[config.mk]
export PLATFORM = sky130hd
export DESIGN_NAME = rotor_lock_monitor
export DESIGN_NICKNAME = d
export VERILOG_FILES = /design/src/rtl/rlm_pkg.sv /design/src/rtl/rlm_hall_tracker.sv /design/src/rtl/rlm_clear_timer.sv /design/src/rtl/rlm_lock_timer.sv /design/src/rtl/rotor_lock_monitor.sv
export SDC_FILE = /design/constraint.sdc
export NUM_CORES = 1
export LEC_CHECK = 0
export ABC_AREA = 1
export BUFFER_PORTS_ARGS = -buffer_cell sky130_fd_sc_hd__buf_2
export CAP_MARGIN = 5
export CORE_AREA = 2 2 57 59
export CTS_CLUSTER_SIZE = 12
export DETAILED_ROUTE_END_ITERATION = 10
export DIE_AREA = 0 0 59 61
export GPL_ROUTABILITY_DRIVEN = 0
export MAX_ROUTING_LAYER = met4
export PLACE_DENSITY = 0.76
export SYNTH_ARGS = -nofsm -noshare
export SYNTH_HDL_FRONTEND = slang
export SYNTH_HIERARCHICAL = 1
export SYNTH_SLANG_ARGS = --single-unit
[constraint.sdc]
create_clock -name clk_i -period 2.3 [get_ports clk_i]
set_input_delay 0.23 -clock clk_i [delete_from_list [all_inputs] [get_ports clk_i]]
set_output_delay 0.23 -clock clk_i [all_outputs]
set_load 0.005 [all_outputs]
[src/rtl/rlm_pkg.sv]
package rlm_pkg;
  localparam logic [2:0] IDX_NONE = 3'd7;

  // position in the six-step order, IDX_NONE for invalid codes
  function automatic logic [2:0] hall_idx(input logic [2:0] h);
    case (h)
      3'b101:  hall_idx = 3'd0;
      3'b100:  hall_idx = 3'd1;
      3'b110:  hall_idx = 3'd2;
      3'b010:  hall_idx = 3'd3;
      3'b011:  hall_idx = 3'd4;
      3'b001:  hall_idx = 3'd5;
      default: hall_idx = IDX_NONE;
    endcase
  endfunction

  function automatic logic [2:0] next_idx(input logic [2:0] idx, input logic fwd);
    if (fwd) next_idx = (idx == 3'd5) ? 3'd0 : idx + 3'd1;
    else     next_idx = (idx == 3'd0) ? 3'd5 : idx - 3'd1;
  endfunction
endpackage

[src/rtl/rlm_hall_tracker.sv]
module rlm_hall_tracker
  import rlm_pkg::*;
(
  input  logic       clk_i,
  input  logic       rst_ni,
  input  logic [2:0] hall_i,
  input  logic       dir_i,
  output logic       fg1_o,
  output logic       fg2_o,
  output logic       progress_o
);
  logic [2:0] last_q, anchor_q, idx;
  logic       seeded_q, fg1_q, fg2_q, valid, moved;

  assign idx        = hall_idx(hall_i);
  assign valid      = (idx != IDX_NONE);
  assign moved      = seeded_q && valid && (hall_i != last_q);
  assign progress_o = moved && (idx == next_idx(anchor_q, dir_i));

  always_ff @(posedge clk_i or negedge rst_ni) begin
    if (!rst_ni) begin
      last_q   <= 3'b000;
      anchor_q <= 3'd0;
      seeded_q <= 1'b0;
      fg1_q    <= 1'b0;
      fg2_q    <= 1'b0;
    end else if (valid && !seeded_q) begin
      seeded_q <= 1'b1;
      last_q   <= hall_i;
      anchor_q <= idx;
    end else if (moved) begin
      last_q <= hall_i;
      fg1_q  <= ~fg1_q;
      if (hall_i[2] != last_q[2]) fg2_q <= ~fg2_q;
      if (progress_o) anchor_q <= idx;
    end
  end

  assign fg1_o = fg1_q;
  assign fg2_o = fg2_q;

  // invalid codes never toggle the speed output
  p_invalid_hold_r1: assert property (@(posedge clk_i) disable iff (!rst_ni)
    (hall_i == 3'b000 || hall_i == 3'b111) |=> $stable(fg1_q));
  // every A-sensor toggle is also a Hall change
  p_fg2_implies_fg1_r2: assert property (@(posedge clk_i) disable iff (!rst_ni)
    !$stable(fg2_q) |-> !$stable(fg1_q));
endmodule

[src/rtl/rlm_clear_timer.sv]
module rlm_clear_timer #(
  parameter int unsigned CLEAR_TICKS = 64
) (
  input  logic clk_i,
  input  logic rst_ni,
  input  logic pwm_off_i,
  input  logic tick_i,
  output logic clr_o
);
  localparam int unsigned CW = $clog2(CLEAR_TICKS + 1);
  localparam logic [CW-1:0] LIMIT = CW'(CLEAR_TICKS);

  logic [CW-1:0] cnt_q;

  always_ff @(posedge clk_i or negedge rst_ni) begin
    if (!rst_ni)                     cnt_q <= '0;
    else if (!pwm_off_i)             cnt_q <= '0;
    else if (tick_i && cnt_q != LIMIT) cnt_q <= cnt_q + 1'b1;
  end

  assign clr_o = (cnt_q == LIMIT);

  p_cnt_bound_r8: assert property (@(posedge clk_i) disable iff (!rst_ni)
    cnt_q <= LIMIT);
  p_low_restarts_r8: assert property (@(posedge clk_i) disable iff (!rst_ni)
    !pwm_off_i |=> cnt_q == '0);
endmodule

[src/rtl/rlm_lock_timer.sv]
module rlm_lock_timer #(
  parameter int unsigned LOCK_TICKS = 127
) (
  input  logic clk_i,
  input  logic rst_ni,
  input  logic tick_i,
  input  logic progress_i,
  input  logic dir_i,
  input  logic brake_ni,
  input  logic uvlo_i,
  input  logic lock_off_i,
  input  logic clr_en_i,
  output logic fault_o
);
  localparam int unsigned CW = $clog2(LOCK_TICKS + 1);
  localparam logic [CW-1:0] LAST = CW'(LOCK_TICKS - 1);

  logic [CW-1:0] cnt_q;
  logic          fault_q, dir_q, clear;

  assign clear = (dir_i != dir_q) || uvlo_i || clr_en_i || lock_off_i;

  always_ff @(posedge clk_i or negedge rst_ni) begin
    if (!rst_ni) begin
      cnt_q   <= '0;
      fault_q <= 1'b0;
      dir_q   <= 1'b0;
    end else begin
      dir_q <= dir_i;
      if (clear) begin
        cnt_q   <= '0;
        fault_q <= 1'b0;
      end else if (!brake_ni || fault_q || progress_i) begin
        cnt_q <= '0;
      end else if (tick_i) begin
        if (cnt_q == LAST) begin
          cnt_q   <= '0;
          fault_q <= 1'b1;
        end else begin
          cnt_q <= cnt_q + 1'b1;
        end
      end
    end
  end

  assign fault_o = fault_q;

  p_expiry_r4: assert property (@(posedge clk_i) disable iff (!rst_ni)
    $rose(fault_q) |-> $past(cnt_q) == LAST);
  p_latched_r6: assert property (@(posedge clk_i) disable iff (!rst_ni)
    (fault_q && dir_i == dir_q && !uvlo_i && !clr_en_i && !lock_off_i) |=> fault_q);
  p_uvlo_clear_r7: assert property (@(posedge clk_i) disable iff (!rst_ni)
    uvlo_i |=> !fault_q);
  p_brake_hold_r9: assert property (@(posedge clk_i) disable iff (!rst_ni)
    !brake_ni |=> cnt_q == '0);
  p_strap_off_r10: assert property (@(posedge clk_i) disable iff (!rst_ni)
    lock_off_i |=> !fault_q);
endmodule

[src/rtl/rotor_lock_monitor.sv]
module rotor_lock_monitor #(
  parameter int unsigned LOCK_TICKS  = 127,
  parameter int unsigned CLEAR_TICKS = 64
) (
  input  logic       clk_i,
  input  logic       rst_ni,
  input  logic [2:0] hall_i,
  input  logic       dir_i,
  input  logic       brake_ni,
  input  logic       pwm_off_i,
  input  logic       uvlo_i,
  input  logic       lock_off_i,
  input  logic       tick_i,
  output logic       fg1_o,
  output logic       fg2_o,
  output logic       lock_fault_o
);
  logic progress, clr_en, fault;

  rlm_hall_tracker u_track (
    .clk_i, .rst_ni, .hall_i, .dir_i,
    .fg1_o, .fg2_o, .progress_o(progress)
  );

  rlm_clear_timer #(.CLEAR_TICKS(CLEAR_TICKS)) u_clr (
    .clk_i, .rst_ni, .pwm_off_i, .tick_i, .clr_o(clr_en)
  );

  rlm_lock_timer #(.LOCK_TICKS(LOCK_TICKS)) u_lock (
    .clk_i, .rst_ni, .tick_i, .progress_i(progress), .dir_i, .brake_ni,
    .uvlo_i, .lock_off_i, .clr_en_i(clr_en), .fault_o(fault)
  );

  // brake takes precedence over the lock fault
  assign lock_fault_o = fault && brake_ni;

  p_brake_mask_r9: assert property (@(posedge clk_i) disable iff (!rst_ni)
    !brake_ni |-> !lock_fault_o);
endmodule

## After elaboration in Yosys (flattened, before gate mapping)

Index checks and enable logic that the tools add are counted.

- Register bits after elaboration: 25
- Latch bits: 0
- Memory bits (writable): 0
- Memory bits (read-only): 0
- Output and inout bits: 3
- Word-level logic and storage cells: 75
- Memories: 0

- Add/subtract/negate cells: 4
- $mul: 0
- Div/mod/pow operators: 0
- $lt $le $gt $ge: 0
- Equal/unequal tests: 17
- Shift-type cells: 0
- Mux-type cells: 19
- Bitwise logic cells: 3
- Reductions and logical operators: 23

Operator list:

| cell | number |
|---|---|
| 7-bit two-way mux | 6 |
| 3-bit two-way mux | 8 |
| 3-bit one-hot mux with 6 select lines | 1 |
| 7-bit by 1-bit adder with 7-bit output (second input constant) | 2 |
| 7-bit == test (second input constant) | 2 |
| 3-bit == test (second input constant) | 4 |
| 2-bit nonzero test | 4 |
| 7-bit inequality test (second input constant) | 1 |
| 3-bit by 2-bit == test with 1-bit output (second input constant) | 2 |
| 1-bit logical AND | 6 |
| 3-bit AND reduction | 2 |
| 1-bit logical OR | 5 |
| 1-bit two-way mux | 4 |
| 2-bit by 1-bit inequality test with 1-bit output (second input constant) | 2 |
| 2-bit AND reduction | 2 |
| 3-bit by 1-bit adder with 3-bit output (second input constant) | 1 |
| 3-bit by 1-bit == test with 1-bit output (second input constant) | 1 |
| 3-bit == test | 1 |
| 3-bit logical NOT | 1 |
| 3-bit inequality test | 1 |
| 3-bit inequality test (second input constant) | 1 |
| 1-bit inverter | 3 |
| 3-bit nonzero test | 1 |
| 3-bit by 1-bit subtractor with 3-bit output (second input constant) | 1 |
| 2 further kinds | 4 |

## Longest topological paths before layout

Gate-level depths: netlist (run 1).

- Depth after elaboration: 9
- Mapped depth: 17

## Modules after synthesis

Netlist (run 1), hierarchy kept.

By module, submodules not included:

| module | times used | cells an instance | area each (µm²) |
|---|---|---|---|
| rlm_hall_tracker | 1 | 94 | 645.6 |
| rlm_lock_timer | 1 | 88 | 581.8 |
| rlm_clear_timer | 1 | 61 | 429.2 |
| rotor_lock_monitor | 1 | 2 | 7.5 |

## Worst setup path before layout (run 1)

Ideal clock, no wire load.

- Path kind: reg-to-reg
- Start point: register u_track.anchor_q[0]
- End point: register u_lock.cnt_q[4]
- Arrival time: 1.531 ns
- Required time: 2.173 ns
- Setup slack: 0.642 ns
- Cell stages (with the launch flop): 17
- Path buffers: 0
- Period minus slack after synthesis: 1.658 ns
- Path through: dfrtp_1 > nor2_1 > nand2_1 > nand2_1 > nand2_1 > nand2_1 > nand2_1 > nand2_1 > nand3_4 > inv_1 > inv_1 > nand3_1 > nor2_1 > nand2_1 > inv_1 > nand2_1 > o21ai_0

- Cells in the longest elaborated chain, start to end: 8
- Elaborated cells between the ends (all ways): 13
- Those cells by class: add/sub: 2; eq/ne: 2; mux: 5; reduce/logical: 4

Ends and longest elaborated chain:

| element | RTL line | text |
|---|---|---|
| from (decl) | rlm_hall_tracker.sv:12 | `logic [2:0] last_q, anchor_q, idx;` |
| from (signal assigned) | rlm_hall_tracker.sv:30 | `anchor_q <= idx;` |
| from (signal assigned) | rlm_hall_tracker.sv:35 | `if (progress_o) anchor_q <= idx;` |
| 3-bit by 1-bit subtractor with 3-bit output, or another cell as far along | rlm_pkg.sv:19 | `else next_idx = (idx == 3'd0) ? 3'd5 : idx - 3'd1;` |
| 3-bit two-way mux, on equally long branches | rlm_pkg.sv:19, rlm_pkg.sv:18 |  |
| 3-bit two-way mux (*) | rlm_pkg.sv:18 | `if (fwd) next_idx = (idx == 3'd5) ? 3'd0 : idx + 3'd1;` |
| 3-bit == test (*) | rlm_hall_tracker.sv:18 | `assign progress_o = moved && (idx == next_idx(anchor_q, dir_i));` |
| 1-bit logical AND (*) | rlm_hall_tracker.sv:18 |  |
| via progress | rotor_lock_monitor.sv:18 | `logic progress, clr_en, fault;` |
| 1-bit logical OR (*) | rlm_lock_timer.sv:33 | `end else if (!brake_ni \|\| fault_q \|\| progress_i) begin` |
| 7-bit two-way mux | rlm_lock_timer.sv:33 |  |
| 7-bit two-way mux | rlm_lock_timer.sv:30 | `if (clear) begin` |
| to (signal assigned) | rlm_lock_timer.sv:40 | `cnt_q <= cnt_q + 1'b1;` |
| to (decl) | rlm_lock_timer.sv:18 | `logic [CW-1:0] cnt_q;` |

The timed path passes the listed nets; every way through them passes the cells marked *.
A chain may end at the register's enable or synchronous reset.

## Final worst setup path (run 1)

- Start point: register u_track.anchor_q[0]
- End point: register u_lock.cnt_q[0]

The elaborated chain is that of the path after synthesis.

==> impl_metrics.py, run 1 <==
metrics = {
    "placed_design": {
        "pre_cts_ws_ps": 456,
        "dp_hpwl_um": 2440,
        "portBuffers": 13,
        "placed_area_mm2": 0.00177,
    },
    "final_layout": {
        "fillers": 268,
        "seq_area_um2": 626,
        "finalInstanceArea_mm2": 0.00181,
        "multi_input_area_um2": 885,
        "final_cell_mix": "86 x nand2_1, 35 x inv_1, 25 x dfrtp_1",
        "drive_gt1_share_pct": 16.0,
        "mostFrequentLayoutCell": "nand2_1",
        "antenna_cells": 0,
        "area_delta_synth_final_pct": 8.65,
        "layout.nets": 279,
    },
    "detailed_routing": {
        "drtIter0Drc": 77,
        "wire_per_inst_um": 10.7,
        "vias_per_cell": 4.96,
        "via_count": 1469,
        "wl_um": 3170,
        "drcViolationCount": 0,
        "drt_pass1_iterations": 4,
        "route.antenna.remaining_nets": 0,
    },
    "clock_network": {
        "cts.root.buffer_cell": "clkbuf_4",
        "cts_tree": "yes",
        "clkTransAtPathRegs_ps": 140,
        "clockBufferDepth": 2,
        "numCtsBuffers": 3,
        "postCtsSetupBuffers": 0,
        "clock_latency_ps": 320,
        "cts.sinks": 25,
        "h-tree-depth": 1,
    },
    "pwr": {
        "power_density_mw_per_mm2": 632,
        "finalPower_mw": 1.14,
        "ir_worst_vdd_mv": 0.384,
        "p_leak_nw": 1.01,
    },
    "logic_synthesis": {
        "synth_nets": 260,
        "yosysWarningCount": 6,
        "synth-seq-cells": 25,
        "ys_seq_area_share_pct": 37.6,
        "synthDistinctLibCells": 23,
        "syn_area_per_cell_um2": 6.79,
        "netlist_instances": 245,
        "syn_area_mm2": 0.00166,
    },
    "critical_path": {
        "setup.worst_path.start_class": "register",
        "worstSetupPathType": "reg2reg",
        "crit_family": "simple AND/OR/NAND/NOR gates",
        "crit_arrival_ps": 2100,
        "crit_buf_inv": 3,
        "required_ps": 2510,
        "startpoint": "u_track/anchor_q[0]",
        "r2r-start": "u_track/anchor_q[0]",
        "crit_path_end_kind": "register",
        "r2r_cells": 16,
        "crit_fanout": 7,
        "cp.depth": 16,
        "cpPeakStageDelay_ps": 470,
        "crit_path_end": "u_lock/cnt_q[0]",
        "timing.rr.end": "u_lock/cnt_q[0]",
        "path_cells": "nor2_1 > nand2_1 > nand2_1 > nand2_1 > nand2_1 > nand2_1 > nand2_1 > nand3_4 > inv_1 > inv_1 > nand3_1 > nor2_1 > nand2_1 > inv_1 > nand2_1 > o21ai_0",
        "cp_common_cell": "nand2_1",
        "slowest_stage": "dfrtp_1",
        "worst-r2r-setup-slack_ps": 410,
    },
    "sta": {
        "setup_viol": 0,
        "fin_setup_tns_ps": 0,
        "fin_crit_sh_pct": 82.2,
        "fmax_ghz": 0.529,
        "rsz0062_at_grt": "no",
        "min_period_ps": 1890,
        "hold_viol": 0,
        "drv_slew": 0,
        "setup_slack_ps": 408,
        "skew_ps": 4.18,
        "worst_pin_slew_ps": 553,
        "max-slew-margin-rel_pct": 63.1,
    },
    "run_status": {
        "outcome": "finished, final reports clean",
    },
    "die": {
        "start_util_pct": 56.4,
        "die_w_um": 59,
        "dieArea_mm2": 0.00360,
        "ios": 14,
        "core_area_mm2": 0.00295,
        "rows": 20,
        "fp.dieH_um": 61,
    },
    "global_route": {
        "overflow": 0,
        "grt_pass1_wl_um": 5710,
        "grt_max_degree": 26,
        "first_global_vias": 1396,
        "grt_usage_pct": 21.2,
        "antenna_found_initial": 0,
    },
    "flow_run": {
        "cap_viol_max_count": 0,
    },
    "hold_path": {
        "min_path_type": "in2reg",
    },
}
## worst min path at each step
stage / start / end / slack, ps / cells after the start
floorplan: rst_ni / u_clr/cnt_q[0] / -70 / 0
global placement: rst_ni / u_clr/cnt_q[2] / 260 / 1
detailed placement: rst_ni / u_clr/cnt_q[2] / 260 / 1
CTS: dir_i / u_lock/dir_q / 70 / 1
global route: dir_i / u_lock/dir_q / 70 / 1
finish: dir_i / u_lock/dir_q / 100 / 1
## cells by family (layout without fill, tap and decap cells)
kind of cell / after synthesis / in the layout / share of synthesized area, %
simple gates: 155 / 155 / 42.3
xor+xnor: 7 / 7 / 3.68
buf+inv: 41 / 59 / 9.25
fa+ha+maj: 4 / 4 / 3.01
compound gates: 13 / 13 / 4.13
flops: 25 / 25 / 37.6
## synthesized netlist by cell type
cell | instances | area, um^2
xor2_1 | 4 | 35.0
nand2_4 | 2 | 22.5
o21ai_2 | 1 | 8.76
nor3b_1 | 1 | 7.51
inv_1 | 35 | 131
xnor2_1 | 3 | 26.3
o21ai_0 | 4 | 20.0
nor3_1 | 2 | 10.0
nand3_1 | 20 | 100
or2_1 | 1 | 6.26
nand2_2 | 10 | 62.6
nand4_1 | 4 | 25.0
ha_1 | 4 | 50.1
nand3_2 | 2 | 20.0
nor2_1 | 23 | 86.3
nor2_2 | 2 | 12.5
o21ai_1 | 5 | 25.0
a21oi_1 | 3 | 15.0
dfrtp_1 | 25 | 626
nor2_4 | 1 | 11.3
nand3_4 | 1 | 17.5
nand2_1 | 86 | 323
inv_2 | 6 | 22.5
## per-stage QoR
stage / util, % / hold WS, ps / cells
after floorplan: - / -65.6 / 245
after global placement: 60.0 / 257 / 291
after detailed placement: 60.0 / 261 / 291
after CTS: 61.2 / 73.2 / 296
after global routing: 61.2 / 65.1 / 296
final: 61.2 / 98.4 / 296
## power breakdown
group | internal [mW] | switching (mW)
Sequential | 0.497 | 0.0604
Combinational | 0.151 | 0.233
Clock | 0.0650 | 0.135
## routing by layer
metal,vias up,wire (um),GRT usage (%)
li1,790,-,-
met1,645,1540,27.4
met2,30,1480,34.0
met3,4,125,2.99
met4,0,31,8.12
met5,-,0,-
## cell type report
| cell class | count | area share (%) |
|---|---|---|
| Inverter | 41 | 8.51 |
| Timing Repair Buffer | 14 | 4.15 |
| Clock inverter | 1 | 0.277 |
| Clock buffer | 3 | 1.25 |
| Multi-Input combinational cell | 179 | 48.9 |
| Sequential cell | 25 | 34.6 |
| Tap cell | 33 | 2.28 |
## state kept, by name, indices dropped and copies added (netlist names), 3 cells and up
register          flops
u_clr/cnt_q           7
u_lock/cnt_q          7
u_track/anchor_q      3
u_track/last_q        3
## worst reg2reg max path, delay by kind of cell, from the launching register on
kind	cells	cell delay (ps)
buffers and inverters	3	220
AND/OR/NAND/NOR	12	1000
AO/OA/AOI/OAI	1	80
flip-flops	1	470
## timing repair
action / CTS / global route
resized for setup: 0 / 0
endpoints found under the hold margin: 25 / 0
hold buffers: 1 / 0
No activity file was read; power rests on OpenSTA's default activity.
==> inputs of run 2 (changes only) <==
Clock period 2.3 ns to 2 ns, I/O delays scaled along.
==> impl_metrics.py, run 2 (synthesized netlist as in run 1, its figures left out) <==
metrics = {
    "run_status": {
        "outcome": "finished, final reports clean",
    },
    "detailed_routing": {
        "route.antenna.remaining_nets": 0,
        "via_count": 1498,
        "wl_um": 3140,
        "drtIter0Drc": 58,
        "vias_per_cell": 5.01,
        "wire_per_inst_um": 10.5,
        "drt_pass1_iterations": 4,
        "drcViolationCount": 0,
    },
    "clock_network": {
        "clock_latency_ps": 320,
        "numCtsBuffers": 3,
        "clockBufferDepth": 2,
        "cts.sinks": 25,
        "h-tree-depth": 1,
        "cts.root.buffer_cell": "clkbuf_4",
        "cts_tree": "yes",
        "clkTransAtPathRegs_ps": 150,
    },
    "sta": {
        "drv_slew": 0,
        "setup_viol": 0,
        "max-slew-margin-rel_pct": 63.5,
        "fin_crit_sh_pct": 89.8,
        "skew_ps": 10.5,
        "hold_viol": 0,
        "setup_slack_ps": 203,
        "fin_setup_tns_ps": 0,
        "min_period_ps": 1800,
        "hold_ws_ps": 104,
        "worst_pin_slew_ps": 548,
        "fmax_ghz": 0.556,
    },
    "global_route": {
        "first_global_vias": 1340,
        "grt_usage_pct": 20.7,
        "grt_max_degree": 26,
        "grt_pass1_wl_um": 5490,
        "overflow": 0,
        "antenna_found_initial": 0,
    },
    "final_layout": {
        "layout.nets": 282,
        "finalInstanceArea_mm2": 0.00186,
        "final_cell_mix": "85 x nand2_1, 34 x inv_1, 23 x dfrtp_1",
        "mostFrequentLayoutCell": "nand2_1",
        "fillers": 255,
        "instances_no_fill": 299,
        "antenna_cells": 0,
        "drive_gt1_share_pct": 19.2,
        "area_delta_synth_final_pct": 11.6,
        "fin_util_pct": 62.9,
        "top_regs": "u_clr/cnt_q (7), u_lock/cnt_q (7)",
    },
    "critical_path": {
        "worstSetupPathType": "reg2reg",
        "worst-r2r-setup-slack_ps": 200,
        "crit_fanout": 7,
        "required_ps": 2240,
        "crit_arrival_ps": 2040,
        "setup.worst_path.start_class": "register",
        "crit_path_end_kind": "register",
    },
    "pwr": {
        "ir_worst_vdd_mv": 0.588,
        "p_leak_nw": 1.02,
        "power_density_mw_per_mm2": 738,
        "finalPower_mw": 1.37,
    },
    "placed_design": {
        "dpl.cell_count": 291,
        "portBuffers": 13,
        "dp_hpwl_um": 2320,
        "pre_cts_ws_ps": 130,
        "placed_area_mm2": 0.00177,
    },
    "die": {
        "ios": 14,
        "die_w_um": 59,
        "fp.dieH_um": 61,
        "rows": 20,
        "start_util_pct": 56.4,
        "core_area_mm2": 0.00295,
        "dieArea_mm2": 0.00360,
    },
    "hold_path": {
        "min_path_type": "in2reg",
    },
    "flow_run": {
        "cap_viol_max_count": 0,
    },
}
[run 2: cell types whose count changed in the layout (fill, tap and decap cells not counted), sizes merged]
cell | before | now
clkinv | 1 | 0
clkbuf | 3 | 4
buf | 13 | 16
[run 2: final timing paths]
kind / start / depth (start not counted) / endpoint
worst min register to register: u_track/fg1_o / 1 / u_track/fg1_o
max in group asynchronous: rst_ni / 2 / u_track/anchor_q[2]
worst max-delay path: u_track/anchor_q[0] / 16 / u_lock/cnt_q[3]
min in group asynchronous: rst_ni / 2 / u_lock/cnt_q[6]
worst min-delay path: dir_i / 1 / u_lock/dir_q
worst max register to register: u_track/anchor_q[0] / 16 / u_lock/cnt_q[3]
[run 2: critical path, stage by stage, from the launching register on]
cell     delay, ps
dfrtp_2        510
nand2_4        110
inv_2           30
nor2_1          90
nand2_1         70
nand3_1         80
nand2_2         70
nand3_4        100
inv_1           40
inv_1           80
nand3_2        110
nor2_2         130
nand2_2         90
nand2_1         70
nand2_1         40
nand2_1         50
inv_1           40
[run 2: cell type report]
| cell class | instances | area, um^2 | area share, % |
|---|---|---|---|
| multi-input combinational | 179 | 907 | 48.9 |
| clock buffer | 4 | 26.3 | 1.42 |
| tap | 33 | 41.3 | 2.22 |
| inverter | 41 | 156 | 8.42 |
| sequential | 25 | 628 | 33.8 |
| timing repair buffer | 17 | 97.6 | 5.26 |
[run 2: what timing repair did]
item	4_1_cts	5_1_grt
setup buffers	0	3
hold buffers	1	0
gates resized for setup	0	10
endpoints found under the hold margin	25	0
endpoints found under the setup margin	0	7
[run 2: where the power goes]
| part | total, mW | switching [mW] | internal (mW) |
|---|---|---|---|
| Clock | 0.235 | 0.157 | 0.0780 |
| Combinational | 0.481 | 0.278 | 0.203 |
| Sequential | 0.653 | 0.0780 | 0.575 |
[run 2: metal layers]
layer | share of wire, % | GRT usage [%]
met5 | 0 | -
met4 | 0.92 | 8.12
met1 | 51 | 27.0
met3 | 2.4 | 2.77
met2 | 46 | 32.5
